===== config.mk =====
export PLATFORM = sky130hd
export DESIGN_NAME = bkpt_cmp_top
export DESIGN_NICKNAME = d
export VERILOG_FILES = /design/src/rtl/bkpt_pkg.sv /design/src/rtl/bkpt_regs.sv /design/src/rtl/bkpt_match.sv /design/src/rtl/bkpt_cmp_top.sv
export SDC_FILE = /design/constraint.sdc
export NUM_CORES = 1
export LEC_CHECK = 0
export ABC_CLOCK_PERIOD_IN_PS = 1700
export BUFFER_PORTS_ARGS = -buffer_cell sky130_fd_sc_hd__buf_2
export CORE_ASPECT_RATIO = 1.4
export CORE_MARGIN = 2
export CORE_UTILIZATION = 47
export CTS_BUF_LIST = sky130_fd_sc_hd__clkbuf_4 sky130_fd_sc_hd__clkbuf_8 sky130_fd_sc_hd__clkbuf_16
export DETAILED_ROUTE_END_ITERATION = 16
export PLACE_DENSITY = 0.78
export SYNTH_ARGS = -nofsm -noshare
export SYNTH_HDL_FRONTEND = slang
export SYNTH_HIERARCHICAL = 1
export SYNTH_SLANG_ARGS = --single-unit

===== constraint.sdc =====
create_clock -name clk -period 1.7 [get_ports clk]
set_input_delay 0.425 -clock clk [delete_from_list [all_inputs] [get_ports clk]]
set_output_delay 0.425 -clock clk [all_outputs]
set_load 0.05 [all_outputs]

===== src/rtl/bkpt_pkg.sv =====
package bkpt_pkg;
    localparam int CTRL_W = 4;

    // Register offsets; control bit layout is read back by software
    localparam logic [1:0] OFF_CMP  = 2'd0;
    localparam logic [1:0] OFF_MASK = 2'd1;
    localparam logic [1:0] OFF_CTRL = 2'd2;

    // Function-code low-bit patterns that classify a cycle
    localparam logic [1:0] FC_PROG = 2'b10;
    localparam logic [1:0] FC_DATA = 2'b01;

    typedef struct packed {
        logic single;   // bit 3
        logic bus_en;   // bit 2
        logic prog_en;  // bit 1
        logic arm;      // bit 0
    } ctrl_t;

    typedef struct packed {
        logic prog;
        logic bus;
    } hit_t;
endpackage


===== src/rtl/bkpt_regs.sv =====
module bkpt_regs
    import bkpt_pkg::*;
#(
    parameter int ADDR_W = 32
) (
    input  logic              clk,
    input  logic              rst_n,
    input  logic              we,
    input  logic [1:0]        addr,
    input  logic [ADDR_W-1:0] wdata,
    input  logic              hit_any,
    output logic [ADDR_W-1:0] cmp_o,
    output logic [ADDR_W-1:0] mask_o,
    output ctrl_t             ctrl_o,
    output logic [ADDR_W-1:0] rdata
);
    typedef struct packed {
        logic [ADDR_W-1:0] cmp;
        logic [ADDR_W-1:0] mask;
        ctrl_t             ctrl;
    } state_t;

    state_t s_d, s_q;
    logic   ctrl_wr;

    assign ctrl_wr = we && (addr == OFF_CTRL);

    always_comb begin
        s_d = s_q;
        // single-shot self-disarm; a software write below overrides it
        if (hit_any && s_q.ctrl.single) begin
            s_d.ctrl.arm = 1'b0;
        end
        if (we) begin
            case (addr)
                OFF_CMP:  s_d.cmp  = wdata;
                OFF_MASK: s_d.mask = wdata;
                OFF_CTRL: s_d.ctrl = ctrl_t'(wdata[CTRL_W-1:0]);
                default:  ;
            endcase
        end
    end

    always_ff @(posedge clk or negedge rst_n) begin
        if (!rst_n) begin
            s_q <= '0;
        end else begin
            s_q <= s_d;
        end
    end

    always_comb begin
        rdata = '0;
        case (addr)
            OFF_CMP:  rdata = s_q.cmp;
            OFF_MASK: rdata = s_q.mask;
            OFF_CTRL: rdata[CTRL_W-1:0] = s_q.ctrl;
            default:  rdata = '0;
        endcase
    end

    assign cmp_o  = s_q.cmp;
    assign mask_o = s_q.mask;
    assign ctrl_o = s_q.ctrl;

    AST_SINGLE_DISARM: assert property (@(posedge clk) disable iff (!rst_n)
        (hit_any && s_q.ctrl.single && !ctrl_wr) |=> !s_q.ctrl.arm);
    AST_WRITE_WINS: assert property (@(posedge clk) disable iff (!rst_n)
        ctrl_wr |=> (s_q.ctrl == $past(wdata[CTRL_W-1:0])));
endmodule


===== src/rtl/bkpt_match.sv =====
module bkpt_match
    import bkpt_pkg::*;
#(
    parameter int ADDR_W = 32
) (
    input  logic              cyc_valid,
    input  logic [ADDR_W-1:0] cyc_addr,
    input  logic [1:0]        fc_lo,
    input  logic [ADDR_W-1:0] cmp,
    input  logic [ADDR_W-1:0] mask,
    input  ctrl_t             ctrl,
    output logic              prog_match,
    output logic              bus_match
);
    logic [ADDR_W-1:0] bit_diff;
    logic              addr_eq;
    logic              prog_mode;
    logic              bus_mode;

    for (genvar i = 0; i < ADDR_W; i++) begin : g_bit
        assign bit_diff[i] = (cyc_addr[i] ^ cmp[i]) & ~mask[i];
    end

    assign addr_eq   = ~|bit_diff;
    assign prog_mode = ctrl.arm && ctrl.prog_en && !ctrl.bus_en;
    assign bus_mode  = ctrl.arm && ctrl.bus_en && !ctrl.prog_en;

    assign prog_match = cyc_valid && addr_eq && prog_mode && (fc_lo == FC_PROG);
    assign bus_match  = cyc_valid && addr_eq && bus_mode  && (fc_lo == FC_DATA);
endmodule


===== src/rtl/bkpt_cmp_top.sv =====
module bkpt_cmp_top
    import bkpt_pkg::*;
#(
    parameter int ADDR_W = 32,
    parameter int FC_W   = 3
) (
    input  logic              clk,
    input  logic              rst_n,
    input  logic              reg_we,
    input  logic [1:0]        reg_addr,
    input  logic [ADDR_W-1:0] reg_wdata,
    output logic [ADDR_W-1:0] reg_rdata,
    input  logic              cyc_valid,
    input  logic [ADDR_W-1:0] cyc_addr,
    input  logic [FC_W-1:0]   cyc_fc,
    output logic              prog_hit,
    output logic              bus_hit
);
    logic [ADDR_W-1:0] cmp_w, mask_w;
    ctrl_t             ctrl_w;
    logic              pm, bm;
    hit_t              hit_d, hit_q;
    logic              unused_fc_hi;

    assign unused_fc_hi = ^cyc_fc[FC_W-1:2];

    bkpt_regs #(.ADDR_W(ADDR_W)) u_regs (
        .clk     (clk),
        .rst_n   (rst_n),
        .we      (reg_we),
        .addr    (reg_addr),
        .wdata   (reg_wdata),
        .hit_any (pm | bm),
        .cmp_o   (cmp_w),
        .mask_o  (mask_w),
        .ctrl_o  (ctrl_w),
        .rdata   (reg_rdata)
    );

    bkpt_match #(.ADDR_W(ADDR_W)) u_match (
        .cyc_valid  (cyc_valid),
        .cyc_addr   (cyc_addr),
        .fc_lo      (cyc_fc[1:0]),
        .cmp        (cmp_w),
        .mask       (mask_w),
        .ctrl       (ctrl_w),
        .prog_match (pm),
        .bus_match  (bm)
    );

    always_comb begin
        hit_d      = '0;
        hit_d.prog = pm;
        hit_d.bus  = bm;
    end

    always_ff @(posedge clk or negedge rst_n) begin
        if (!rst_n) begin
            hit_q <= '0;
        end else begin
            hit_q <= hit_d;
        end
    end

    assign prog_hit = hit_q.prog;
    assign bus_hit  = hit_q.bus;

    AST_PROG_FETCH_ONLY: assert property (@(posedge clk) disable iff (!rst_n)
        prog_hit |-> $past(cyc_valid && cyc_fc[1:0] == FC_PROG));
    AST_BUS_DATA_ONLY: assert property (@(posedge clk) disable iff (!rst_n)
        bus_hit |-> $past(cyc_valid && cyc_fc[1:0] == FC_DATA));
    AST_MODE_EXCLUSIVE: assert property (@(posedge clk) disable iff (!rst_n)
        (prog_hit || bus_hit) |-> $past(ctrl_w.prog_en != ctrl_w.bus_en));
    AST_ARMED_ONLY: assert property (@(posedge clk) disable iff (!rst_n)
        (prog_hit || bus_hit) |-> $past(ctrl_w.arm));
    AST_VALID_QUAL: assert property (@(posedge clk) disable iff (!rst_n)
        (prog_hit || bus_hit) |-> $past(cyc_valid));
    AST_ADDR_MATCH: assert property (@(posedge clk) disable iff (!rst_n)
        (prog_hit || bus_hit) |-> $past(((cyc_addr ^ cmp_w) & ~mask_w) == '0));
    AST_ONE_AT_A_TIME: assert property (@(posedge clk) disable iff (!rst_n)
        $onehot0({prog_hit, bus_hit}));
endmodule


Word level (Yosys, flattened, before mapping)
Index checks and enable logic that the tools add are counted.
{ "classes": {"n_bitwise": 97, "n_reduce_logical": 18, "n_eq_ne": 4, "n_mux": 5} }
{ "ops": {"columns": ["cell", "count"], "rows": [
  ["28-bit one-hot mux with 2 select lines", 1],
  ["1-bit AND", 32],
  ["1-bit NOT", 32],
  ["32-bit OR reduction", 1],
  ["1-bit XOR", 32],
  ["4-bit one-hot mux with 3 select lines", 1],
  ["1-bit logical AND", 10],
  ["2-bit AND reduction", 3],
  ["2-bit by 1-bit == test with 1-bit output (second input constant)", 2],
  ["2-bit == test (second input constant)", 2],
  ["1-bit logical NOT", 3],
  ["1-bit two-way mux", 3],
  ["2-bit logical NOT", 1],
  ["1-bit bitwise OR", 1]
]} }
{ "word_totals": {"output_inout_bits": 34, "regBits": 70} }

Longest topological paths before layout
Gate-level depths: netlist (run 1).
{ "depth": {"ltp_word": 12, "ltp_mapped": 8, "mapped_depth_nobuf": 8} }

Modules after synthesis
The synthesis (run 1) kept the hierarchy.
{ "modules_own_cells": {"columns": ["module", "cells_each", "seq_area_each_um2", "instances", "area_each_um2"], "rows": [
  ["bkpt_regs", 219, 1701.6, 1, 3084.2],
  ["bkpt_match", 63, 0.0, 1, 473.0],
  ["bkpt_cmp_top", 3, 50.0, 1, 56.3]
]} }

Least setup slack after synthesis (run 1)
Ideal clock, no wire load.
{ "synth_path": {"path_kind": "input-to-output", "from": "input reg_addr[1]", "to": "output reg_rdata[11]", "arrival_time_ns": 1.626, "path_slack_ns": -0.351, "n_path_buf": 3, "t_required_ns": 1.275, "cell_stages": 4, "path_cell_list": "buf_4 -> clkbuf_1 -> buf_2 -> nor2_1"} }
{ "synth_between": {"elab_chain_len": 2} }
{ "synth_lines": {"columns": ["item", "line", "text"], "rows": [
  ["start, declared", "bkpt_cmp_top.sv:10", "input logic [1:0] reg_addr,"],
  ["2-bit by 1-bit == test with 1-bit output / 2-bit logical NOT (equally long branches)", "bkpt_regs.sv:54", "case (addr)"],
  ["28-bit one-hot mux with 2 select lines (*)", "bkpt_regs.sv:54", null],
  ["end, declared", "bkpt_cmp_top.sv:12", "output logic [ADDR_W-1:0] reg_rdata,"]
]} }
Mark *: on every way between the ends. The rest lies on a longest branch, timed or not.

==> results of run 1 <==
-- flip-flops by register name, indices dropped and copies added (netlist names) --
name,count
prog_hit,1
bus_hit,1
u_regs/ctrl_o,4
u_regs/cmp_o,32
u_regs/mask_o,32
-- final timing paths --
kind / startpoint / endpoint / slack (ns) / depth (start not counted)
setup reg to reg: u_regs/cmp_o[12]$_DFFE_PN0P_ / u_regs/ctrl_o[0]$_DFF_PN0_ / -0.28 / 8
hold / removal: rst_n / u_regs/cmp_o[24]$_DFFE_PN0P_ / 0.07 / 2
max in group asynchronous: rst_n / u_regs/cmp_o[20]$_DFFE_PN0P_ / 1.30 / 2
min in group clk: reg_wdata[6] / u_regs/mask_o[6]$_DFFE_PN0P_ / 0.31 / 2
hold reg to reg: u_regs/mask_o[3]$_DFFE_PN0P_ / u_regs/mask_o[3]$_DFFE_PN0P_ / 0.55 / 1
setup / recovery: u_regs/cmp_o[12]$_DFFE_PN0P_ / u_regs/ctrl_o[0]$_DFF_PN0_ / -0.28 / 8
-- per-layer routing --
| metal | share of wire [%] | vias to the layer above |
|---|---|---|
| met1 | 35 | 1439 |
| met2 | 59 | 68 |
| met3 | 4.1 | 14 |
| met5 | 0 | - |
| li1 | - | 1331 |
| met4 | 1.7 | 0 |
-- kinds of logic (layout without fill, tap and decap cells) --
| family | after synthesis | in the layout |
|---|---|---|
| XOR/XNOR | 32 | 32 |
| AO/OA/AOI/OAI | 22 | 22 |
| multiplexers | 100 | 100 |
| buffers and inverters | 14 | 168 |
| flip-flops | 70 | 70 |
| AND/OR/NAND/NOR | 47 | 47 |
-- critical path, cell delays in order, from the launching register on --
cell and delay (ns):
dfrtp_1 0.45, xnor2_1 0.21, o22ai_1 0.14, nor4_2 0.32, nand2_2 0.13, nor3_2 0.15, or2_1 0.12, a21boi_0 0.07
mux2_2 0.26
-- synth_stat cells (all sizes together) --
library cell,count
or2,1
mux2,68
clkbuf,1
dfrtp,70
o22ai,14
o2bb2ai,4
a21boi,1
mux2i,32
o2111ai,1
nand2,3
nand3,2
xnor2,32
nor3,4
o211a,1
nand3b,2
nor4,2
buf,13
nor3b,1
nor2,31
o22a,1
nor2b,1
-- power breakdown --
| part | switching, mW | internal [mW] | total [mW] |
|---|---|---|---|
| Combinational | 1.16 | 1.26 | 2.42 |
| Sequential | 0.358 | 1.97 | 2.33 |
| Clock | 0.635 | 0.666 | 1.30 |
| Total | 2.15 | 3.90 | 6.05 |
-- through the flow --
| step | setup WS, ns | utilization [%] | hold slack (ns) | area, um^2 |
|---|---|---|---|---|
| after detailed placement | -0.411 | 65.1 | 0.479 | 4820 |
| after global routing | -0.383 | 77.4 | 0.114 | 5730 |
| final | -0.277 | 77.4 | 0.0744 | 5730 |
| after global placement | -0.380 | 65.1 | 0.472 | 4820 |
| after floorplan | -0.240 | - | 0.129 | 3850 |
| after CTS | -0.288 | 74.6 | 0.0965 | 5530 |
-- repair_timing --
item / CTS / global route
resized for setup: 106 / 44
endpoints found under the hold margin: 0 / 0
cloned: 1 / 0
setup endpoints to repair: 33 / 30
pin swaps: 7 / 7
buffers inserted: 1 / 9
-- area by class of cell --
cell class	count	area, um^2
clock buffers	9	124
clock inverters	7	65.1
fillers	454	1680
multi-input cells	201	2340
flip-flops and latches	70	1750
well taps	97	121
repair buffers	152	1330
==> qor.yml, run 1 <==
outcome:
  run_status: "finished, violations left"
  violations: "negative setup slack"
layout:
  layout-drive-gt1-share_pct: 68.1
  final_cell_mix: "buf_2, dfrtp_1, mux2_2"
  layout_commonest_cell: "buf_2"
  area_delta_synth_final_pct: 58.6
  nNetsFinal: 507
  final_cells: 536
  n_antenna_cell: 0
place:
  portBuffers: 105
  placed_cells: 514
  gp_congestion: 0.776
  hpwlAfterDp_mm: 6.36
floorplan:
  initial_core_util_pct: 48.8
  fp-row-count: 37
  chipHeight_um: 108
  num_io_pins: 107
  die_x_um: 78.1
  design.core.area_mm2: 0.00741
  dieArea_mm2: 0.00842
clocking:
  htreeDepth: 3
  clkTransAtPathRegs_ns: 0.08
  hold_buffers: 0
  cts_tree: "done"
  cts.sinks: 70
  root_buffer: "clkbuf_8"
  clk_latency_ns: 0.35
  clockBufferDepth: 2
  numCtsBuffers: 9
routing:
  viasPerCell: 5.32
  dr.pass1.iters: 4
  drt_wl_total_mm: 10.1
  detail-route-antenna-nets: 0
  drc_errors: 0
  routedWlPerCell_um: 18.8
  drt_iter0_drc: 160
  dr_total_vias: 2852
worst_setup_path:
  start_kind: "flop"
  crit_path_end_kind: "flop"
  cp_data_arrival_time_ns: 2.21
  crit_fanout: 3
  crit_type: "flop to flop"
  crit_required_ns: 1.93
synthesis:
  syn_inst: 285
  synth-seq-area-share_pct: 48.5
  yosys-top-cells-area: "dfrtp_1, mux2_2, mux2i_1"
  synth_top_family_by_area: "multiplexers"
  synth-seq-cells: 70
  yosys.area.top_type: "dfrtp_1"
  synth-compound-area-share_pct: 4.36
  syn_area_mm2: 0.00361
  synth_area_per_cell_um2: 12.7
  synthSimpleGateAreaFrac_pct: 6.68
  ys_warn_count: 6
  synth_cell_types: 25
  synth_fa_ha_area_share_pct: 0
  synthMuxAreaShare_pct: 30.1
  synth_top_area_share_pct: 48.5
  syn_nets: 358
  synthXorXnorAreaFrac_pct: 7.76
sta:
  layout_setup_ws_ns: -0.277
  fin_tns_setup_ns: -0.693
  worst_pin_slew_ns: 0.385
  slew_headroom_pct: 74.3
  finalClockSkew_ns: 0.00947
  finalCritPeriodShare_pct: 116
  hold_viol_final: 0
  period_minus_slack_ns: 1.98
  clock.fmax_mhz: 506
  rsz0062_at_grt: "yes"
  setup_violations: 8
  drv_slew: 0
global_route:
  grt_max_degree: 71
  grt_pass1_vias: 3001
  grt_first_pass_wirelength_mm: 14.7
  grt-busiest-layer: "met2"
  grt_use_met1_pct: 24.7
  antenna_found_initial: 0
  grt_use_met3_pct: 5.87
  use_met2_pct: 45.0
  grt_use_total_pct: 23.4
  grt-ovfl-total: 0
power_and_ir_drop:
  peakVddDrop_mv: 0.773
  leakage_nw: 2.42
  power.density_mw_per_mm2: 1060
  fin_total_pwr_mw: 6.05
worst_hold_path:
  worstHoldPathType: "input port to async pin"
job:
  max_cap_violations: 0
Note: power is estimated with default switching activity, not from simulation.
==> run 2, diff against run 1 <==
--- a/config.mk
+++ b/config.mk
@@ -7,12 +7,13 @@
 export LEC_CHECK = 0
 export ABC_CLOCK_PERIOD_IN_PS = 1700
 export BUFFER_PORTS_ARGS = -buffer_cell sky130_fd_sc_hd__buf_2
-export CORE_ASPECT_RATIO = 1.4
+export CORE_ASPECT_RATIO = 1.2
 export CORE_MARGIN = 2
-export CORE_UTILIZATION = 47
+export CORE_UTILIZATION = 40
 export CTS_BUF_LIST = sky130_fd_sc_hd__clkbuf_4 sky130_fd_sc_hd__clkbuf_8 sky130_fd_sc_hd__clkbuf_16
 export DETAILED_ROUTE_END_ITERATION = 16
-export PLACE_DENSITY = 0.78
+export HOLD_SLACK_MARGIN = 0.1
+export PLACE_DENSITY = 0.68
 export SYNTH_ARGS = -nofsm -noshare
 export SYNTH_HDL_FRONTEND = slang
 export SYNTH_HIERARCHICAL = 1
==> qor.yml, run 2 (synthesis gave the netlist of run 1 again) <==
worst_setup_path:
  critical_path.top_delay_family: "simple AND/OR/NAND/NOR gates"
  worstPathCellList: "xnor2_1 -> o22ai_1 -> nor2_1 -> o2111ai_2 -> nor3_2 -> or2_1 -> a21boi_0 -> mux2_2"
  path_buf_inv: 0  # unchanged
  crit_type: "flop to flop"
  reg2reg_slack_ns: -0.22  # +0.06 ns
  crit_fanout: 3  # unchanged
  crit_path_end_kind: "flop"
  slowest_delay_ns: 0.43  # -0.02 ns
  cp_data_arrival_time_ns: 2.15  # -0.06 ns
  start_kind: "flop"
  crit_required_ns: 1.93  # about the same
  cp_slowest_cell: "dfrtp_1"
outcome:
  run_status: "finished, violations left"
  violations: "negative setup slack"
floorplan:
  dieArea_mm2: 0.00981  # +17%
  initial_core_util_pct: 40.6  # -8.1 points
  chipHeight_um: 108  # +0.34%
  fp-row-count: 38  # +2.7%
  design.core.area_mm2: 0.00889  # +20%
  num_io_pins: 107  # unchanged
  die_x_um: 90.8  # +16%
routing:
  drc_errors: 0  # unchanged
  dr.pass1.iters: 4  # unchanged
  routedWlPerCell_um: 17.1  # -9.1%
  viasPerCell: 5.10  # -4.1%
  dr_total_vias: 2745  # -3.8%
  detail-route-antenna-nets: 0  # unchanged
  drt_iter0_drc: 88  # -45%
  drt_wl_total_mm: 9.19  # -8.8%
clocking:
  cts.sinks: 70  # unchanged
  htreeDepth: 3  # unchanged
  root_buffer: "clkbuf_8"
  clkTransAtPathRegs_ns: 0.07  # about the same
  clk_latency_ns: 0.35  # about the same
  cts_tree: "done"
  numCtsBuffers: 9  # unchanged
  clockBufferDepth: 2  # unchanged
power_and_ir_drop:
  p_clk_share_pct: 22.7  # +1.2 points
  leakage_nw: 2.29  # -5.5%
  p_int_mw: 3.78  # -3.1%
  power_frac_seq_pct: 40.2  # +1.7 points
  p_switching_mw: 2.01  # -6.5%
  swShare_pct: 34.7  # -0.83 points
  peakVddDrop_mv: 0.589  # -24%
  power.density_mw_per_mm2: 1050  # -0.14%
  p_comb_share_pct: 37.0  # -3.0 points
global_route:
  grt_max_degree: 71  # unchanged
  grt_use_total_pct: 19.8  # -3.6 points
  grt_pass1_vias: 2904  # -3.2%
  grt_first_pass_wirelength_mm: 14.7  # -0.14%
  antenna_found_initial: 0  # unchanged
  grt-ovfl-total: 0  # unchanged
layout:
  nNetsFinal: 488  # -3.7%
  n_antenna_cell: 0  # unchanged
  fillers: 706  # +56%
  regArea_mm2: 0.00175  # unchanged
  multiInputGateArea_mm2: 0.00231  # -1.2%
  final_cell_mix: "buf_2, dfrtp_1, mux2_2"
  layout-drive-gt1-share_pct: 65.6  # -2.6 points
  final_cells: 538  # +0.37%
  area_delta_synth_final_pct: 52.0
  layout_commonest_cell: "buf_2"
sta:
  clock.fmax_mhz: 521  # +3.0%
  finalCritPeriodShare_pct: 113  # -3.4 points
  drv_slew: 0  # unchanged
  period_minus_slack_ns: 1.92  # -0.0581 ns
  whs_ns: 0.307  # +0.232 ns
  setup_violations: 2  # -6
  layout_setup_ws_ns: -0.219  # +0.0581 ns
  slew_headroom_pct: 74.5  # +0.12 points
  hold_viol_final: 0  # unchanged
  finalClockSkew_ns: 0.00867  # -0.000808 ns
  worst_pin_slew_ns: 0.383  # -0.00176 ns
  rsz0062_at_grt: "yes"
place:
  portBuffers: 105  # unchanged
  placed_cells: 521  # +1.4%
  gp_congestion: 0.772  # -0.61%
  hpwlAfterDp_mm: 6.23  # -2.0%
job:
  max_cap_violations: 0  # unchanged
worst_hold_path:
  worstHoldPathType: "input port to flop"
run 2: per-stage QoR:
| stage | utilization (%) | power (mW) | area, um^2 | TNS [ns] | worst slack (ns) |
|---|---|---|---|---|---|
| global route | 61.8 | 6.07 | 5490 | -0.690 | -0.363 |
| floorplan | - | 3.49 | 3850 | -2.30 | -0.240 |
| detailed placement | 52.6 | 4.03 | 4680 | -5.25 | -0.350 |
| CTS | 60.4 | 5.72 | 5370 | -0.279 | -0.240 |
| global placement | 52.6 | 3.98 | 4680 | -4.02 | -0.314 |
| finish | 61.8 | 5.79 | 5490 | -0.249 | -0.219 |
run 2: power groups by stage:
stage,logic [mW],clock network (mW),registers (mW)
CTS,2.06,1.34,2.31
global placement,1.74,0,2.24
finish,2.15,1.32,2.33
floorplan,1.30,0,2.20
global route,2.27,1.43,2.38
detailed placement,1.77,0,2.26
run 2: final cells by class:
cell class	instances	area share [%]
timing repair buffer	133	19.7
clock buffer	14	3.51
tap	120	2.73
multi-input combinational	201	42.2
sequential	70	31.9
run 2: repair_timing:
item                                   in CTS  in global routing
resized for setup                          94                 34
cloned                                      2                  0
endpoints found under the hold margin      30                  0
hold buffers                                1                  0
setup buffers                               0                  3
pin swaps                                   4                 10
setup endpoints to repair                  33                 26
run 2: worst paths after layout:
| check | from | endpoint | cells past startpoint |
|---|---|---|---|
| max in group asynchronous | rst_n | u_regs/mask_o[3]$_DFFE_PN0P_ | 3 |
| min in group asynchronous | rst_n | u_regs/cmp_o[17]$_DFFE_PN0P_ | 3 |
| worst min register to register | u_regs/mask_o[11]$_DFFE_PN0P_ | u_regs/mask_o[11]$_DFFE_PN0P_ | 1 |
| worst min-delay path | reg_wdata[5] | u_regs/mask_o[5]$_DFFE_PN0P_ | 2 |
| worst max-delay path | u_regs/cmp_o[18]$_DFFE_PN0P_ | u_regs/ctrl_o[0]$_DFF_PN0_ | 8 |
| worst max register to register | u_regs/cmp_o[18]$_DFFE_PN0P_ | u_regs/ctrl_o[0]$_DFF_PN0_ | 8 |
run 2: layer usage:
| layer | routed length (um) | track usage [%] |
|---|---|---|
| met5 | 0 | 0 |
| met1 | 3820 | 24.2 |
| met3 | 368 | 3.69 |
| met2 | 4750 | 33.8 |
| met4 | 244 | 9.56 |
==> run 3, diff against run 2 <==
==> constraint.sdc (replaced) <==
create_clock -name clk -period 1.7 [get_ports clk]
set_input_delay 0.085 -clock clk [delete_from_list [all_inputs] [get_ports clk]]
set_output_delay 0.085 -clock clk [all_outputs]
set_load 0.05 [all_outputs]
==> qor.yml, run 3 (synthesis gave the netlist of run 1 again) <==
power_and_ir_drop:
  peakVddDrop_mv: 0.404  # -31%
  p_int_mw: 3.39  # -10%
  p_switching_mw: 1.72  # -14%
  leakage_nw: 2.34  # +2.4%
  power.density_mw_per_mm2: 1020  # -2.9%
  swShare_pct: 33.7  # -1.0 points
  p_clk_share_pct: 22.7  # about the same
  p_comb_share_pct: 33.9  # -3.1 points
  power_frac_seq_pct: 43.5  # +3.3 points
routing:
  viasPerCell: 4.94  # -3.3%
  dr_total_vias: 2833  # +3.2%
  dr.pass1.iters: 4  # unchanged
  drc_errors: 0  # unchanged
  drt_iter0_drc: 114  # +30%
  detail-route-antenna-nets: 0  # unchanged
  drt_wl_total_mm: 9.04  # -1.6%
  routedWlPerCell_um: 15.7  # -7.8%
worst_setup_path:
  crit_fanout: 3  # unchanged
  cp_data_arrival_time_ns: 2.15  # about the same
  worstPathCellList: "xnor2_1 -> o22ai_1 -> nor4_2 -> nand2_1 -> nor3_2 -> or2_1 -> a21boi_1 -> mux2_4"
  crit_required_ns: 1.92  # about the same
  slowest_delay_ns: 0.40  # -0.03 ns
  start_kind: "flop"
  crit_type: "flop to flop"
  crit_path_end_kind: "flop"
  cp_slowest_cell: "dfrtp_1"
layout:
  multiInputGateArea_mm2: 0.00179  # -23%
  layout-drive-gt1-share_pct: 48.2  # -17 points
  layout_commonest_cell: "buf_2"
  regArea_mm2: 0.00175  # unchanged
  area_delta_synth_final_pct: 38.0
  design_area_mm2: 0.00499  # -9.2%
  fillers: 792  # +12%
  final_cell_mix: "buf_2, dfrtp_1, mux2_2"
  n_antenna_cell: 0  # unchanged
  nNetsFinal: 524  # +7.4%
floorplan:
  chipHeight_um: 108  # unchanged
  fp-row-count: 38  # unchanged
  initial_core_util_pct: 40.6  # unchanged
  die_x_um: 90.8  # unchanged
  dieArea_mm2: 0.00981  # unchanged
  design.core.area_mm2: 0.00889  # unchanged
  num_io_pins: 107  # unchanged
global_route:
  grt_use_total_pct: 19.2  # -0.61 points
  grt_max_degree: 37  # -48%
  grt-ovfl-total: 0  # unchanged
  grt_pass1_vias: 3005  # +3.5%
  grt_first_pass_wirelength_mm: 14.5  # -1.5%
  antenna_found_initial: 0  # unchanged
outcome:
  violations: "negative setup slack"
  run_status: "finished, violations left"
worst_hold_path:
  worstHoldPathType: "input port to flop"
place:
  portBuffers: 105  # unchanged
  place_area_mm2: 0.00443  # -5.3%
  hpwlAfterDp_mm: 6.28  # +0.75%
  gp_congestion: 0.811  # +5.1%
clocking:
  clockBufferDepth: 2  # unchanged
  htreeDepth: 3  # unchanged
  clkTransAtPathRegs_ns: 0.07  # about the same
  root_buffer: "clkbuf_8"
  clk_latency_ns: 0.34  # about the same
  cts_tree: "done"
  cts.sinks: 70  # unchanged
  numCtsBuffers: 9  # unchanged
sta:
  setup_violations: 1  # -1
  fin_tns_setup_ns: -0.227  # +0.0219 ns
  finalCritPeriodShare_pct: 113  # +0.50 points
  layout_setup_ws_ns: -0.227  # -0.00845 ns
  slew_headroom_pct: 63.9  # -11 points
  drv_slew: 0  # unchanged
  clock.fmax_mhz: 519  # -0.44%
  rsz0062_at_grt: "yes"
  period_minus_slack_ns: 1.93  # +0.00845 ns
  hold_viol_final: 0  # unchanged
  finalClockSkew_ns: 0.00795  # -0.000714 ns
  worst_pin_slew_ns: 0.542  # +0.159 ns
job:
  max_cap_violations: 0  # unchanged
## run 3: changes by cell type in the layout (fill, tap and decap cells not counted), sizes merged
cell / delta
dlygate4sd3: +34
clkbuf: -3
clkinv: +2
buf: +3
## run 3: final cells by class
cell class              instances  area share (%)
well taps                     120            3.01
repair buffers                169            22.8
multi-input cells             201            35.8
flip-flops and latches         70            35.1
clock buffers                  12            3.06
clock inverters                 2           0.201
## run 3: worst paths after layout
check                                             startpoint                      endpoint  slack [ns]  cells after the start
max in group asynchronous                              rst_n   u_regs/cmp_o[5]$_DFFE_PN0P_        0.89                      3
worst max register to register   u_regs/cmp_o[5]$_DFFE_PN0P_    u_regs/ctrl_o[0]$_DFF_PN0_       -0.23                      8
min in group asynchronous                              rst_n   u_regs/cmp_o[7]$_DFFE_PN0P_        0.25                      2
worst max-delay path             u_regs/cmp_o[5]$_DFFE_PN0P_    u_regs/ctrl_o[0]$_DFF_PN0_       -0.23                      8
worst min-delay path                               cyc_valid            prog_hit$_DFF_PN0_        0.18                      4
worst min register to register  u_regs/mask_o[6]$_DFFE_PN0P_  u_regs/mask_o[6]$_DFFE_PN0P_        0.53                      1
## run 3: timing repair
| item | CTS | global route |
|---|---|---|
| pin swaps | 4 | 9 |
| setup endpoints to repair | 1 | 1 |
| buffers inserted | 0 | 4 |
| endpoints found under the hold margin | 104 | 0 |
| hold buffers | 35 | 0 |
| gates resized for setup | 1 | 3 |
## run 3: power by group through the flow
stage	clock network, mW	logic [mW]	registers [mW]
4_1_cts	1.19	1.72	2.22
5_1_grt	1.27	1.86	2.26
2_1_floorplan	0	1.15	2.20
3_3_place_gp	0	1.63	2.23
6_report	1.16	1.73	2.22
3_5_place_dp	0	1.65	2.25
## run 3: metrics by stage
stage                     power (mW)  std cells  hold slack (ns)  setup WS (ns)  util (%)
after floorplan                 3.35        285           -0.211         0.0617         -
after global placement          3.86        521           0.0782         -0.131      49.8
after detailed placement        3.90        521           0.0799         -0.187      49.8
after CTS                       5.14        570            0.150         -0.172      55.7
after global routing            5.39        574            0.192         -0.380      56.1
final                           5.11        574            0.176         -0.227      56.1
## run 3: critical path: cells and delay by family (launching register included)
kind	cells	cell delay, ns
AOI/OAI and AO/OA	2	0.18
muxes	1	0.25
and+or+nand+nor	4	0.84
DFF	1	0.40
xor gates and xnor gates	1	0.16
## run 3: routing by layer
layer / vias up / wire [um] / track usage (%)
li1: 1346 / - / -
met1: 1414 / 3960 / 23.4
met2: 66 / 4620 / 33.5
met3: 7 / 343 / 3.69
met4: 0 / 112 / 7.69
met5: - / 0 / 0
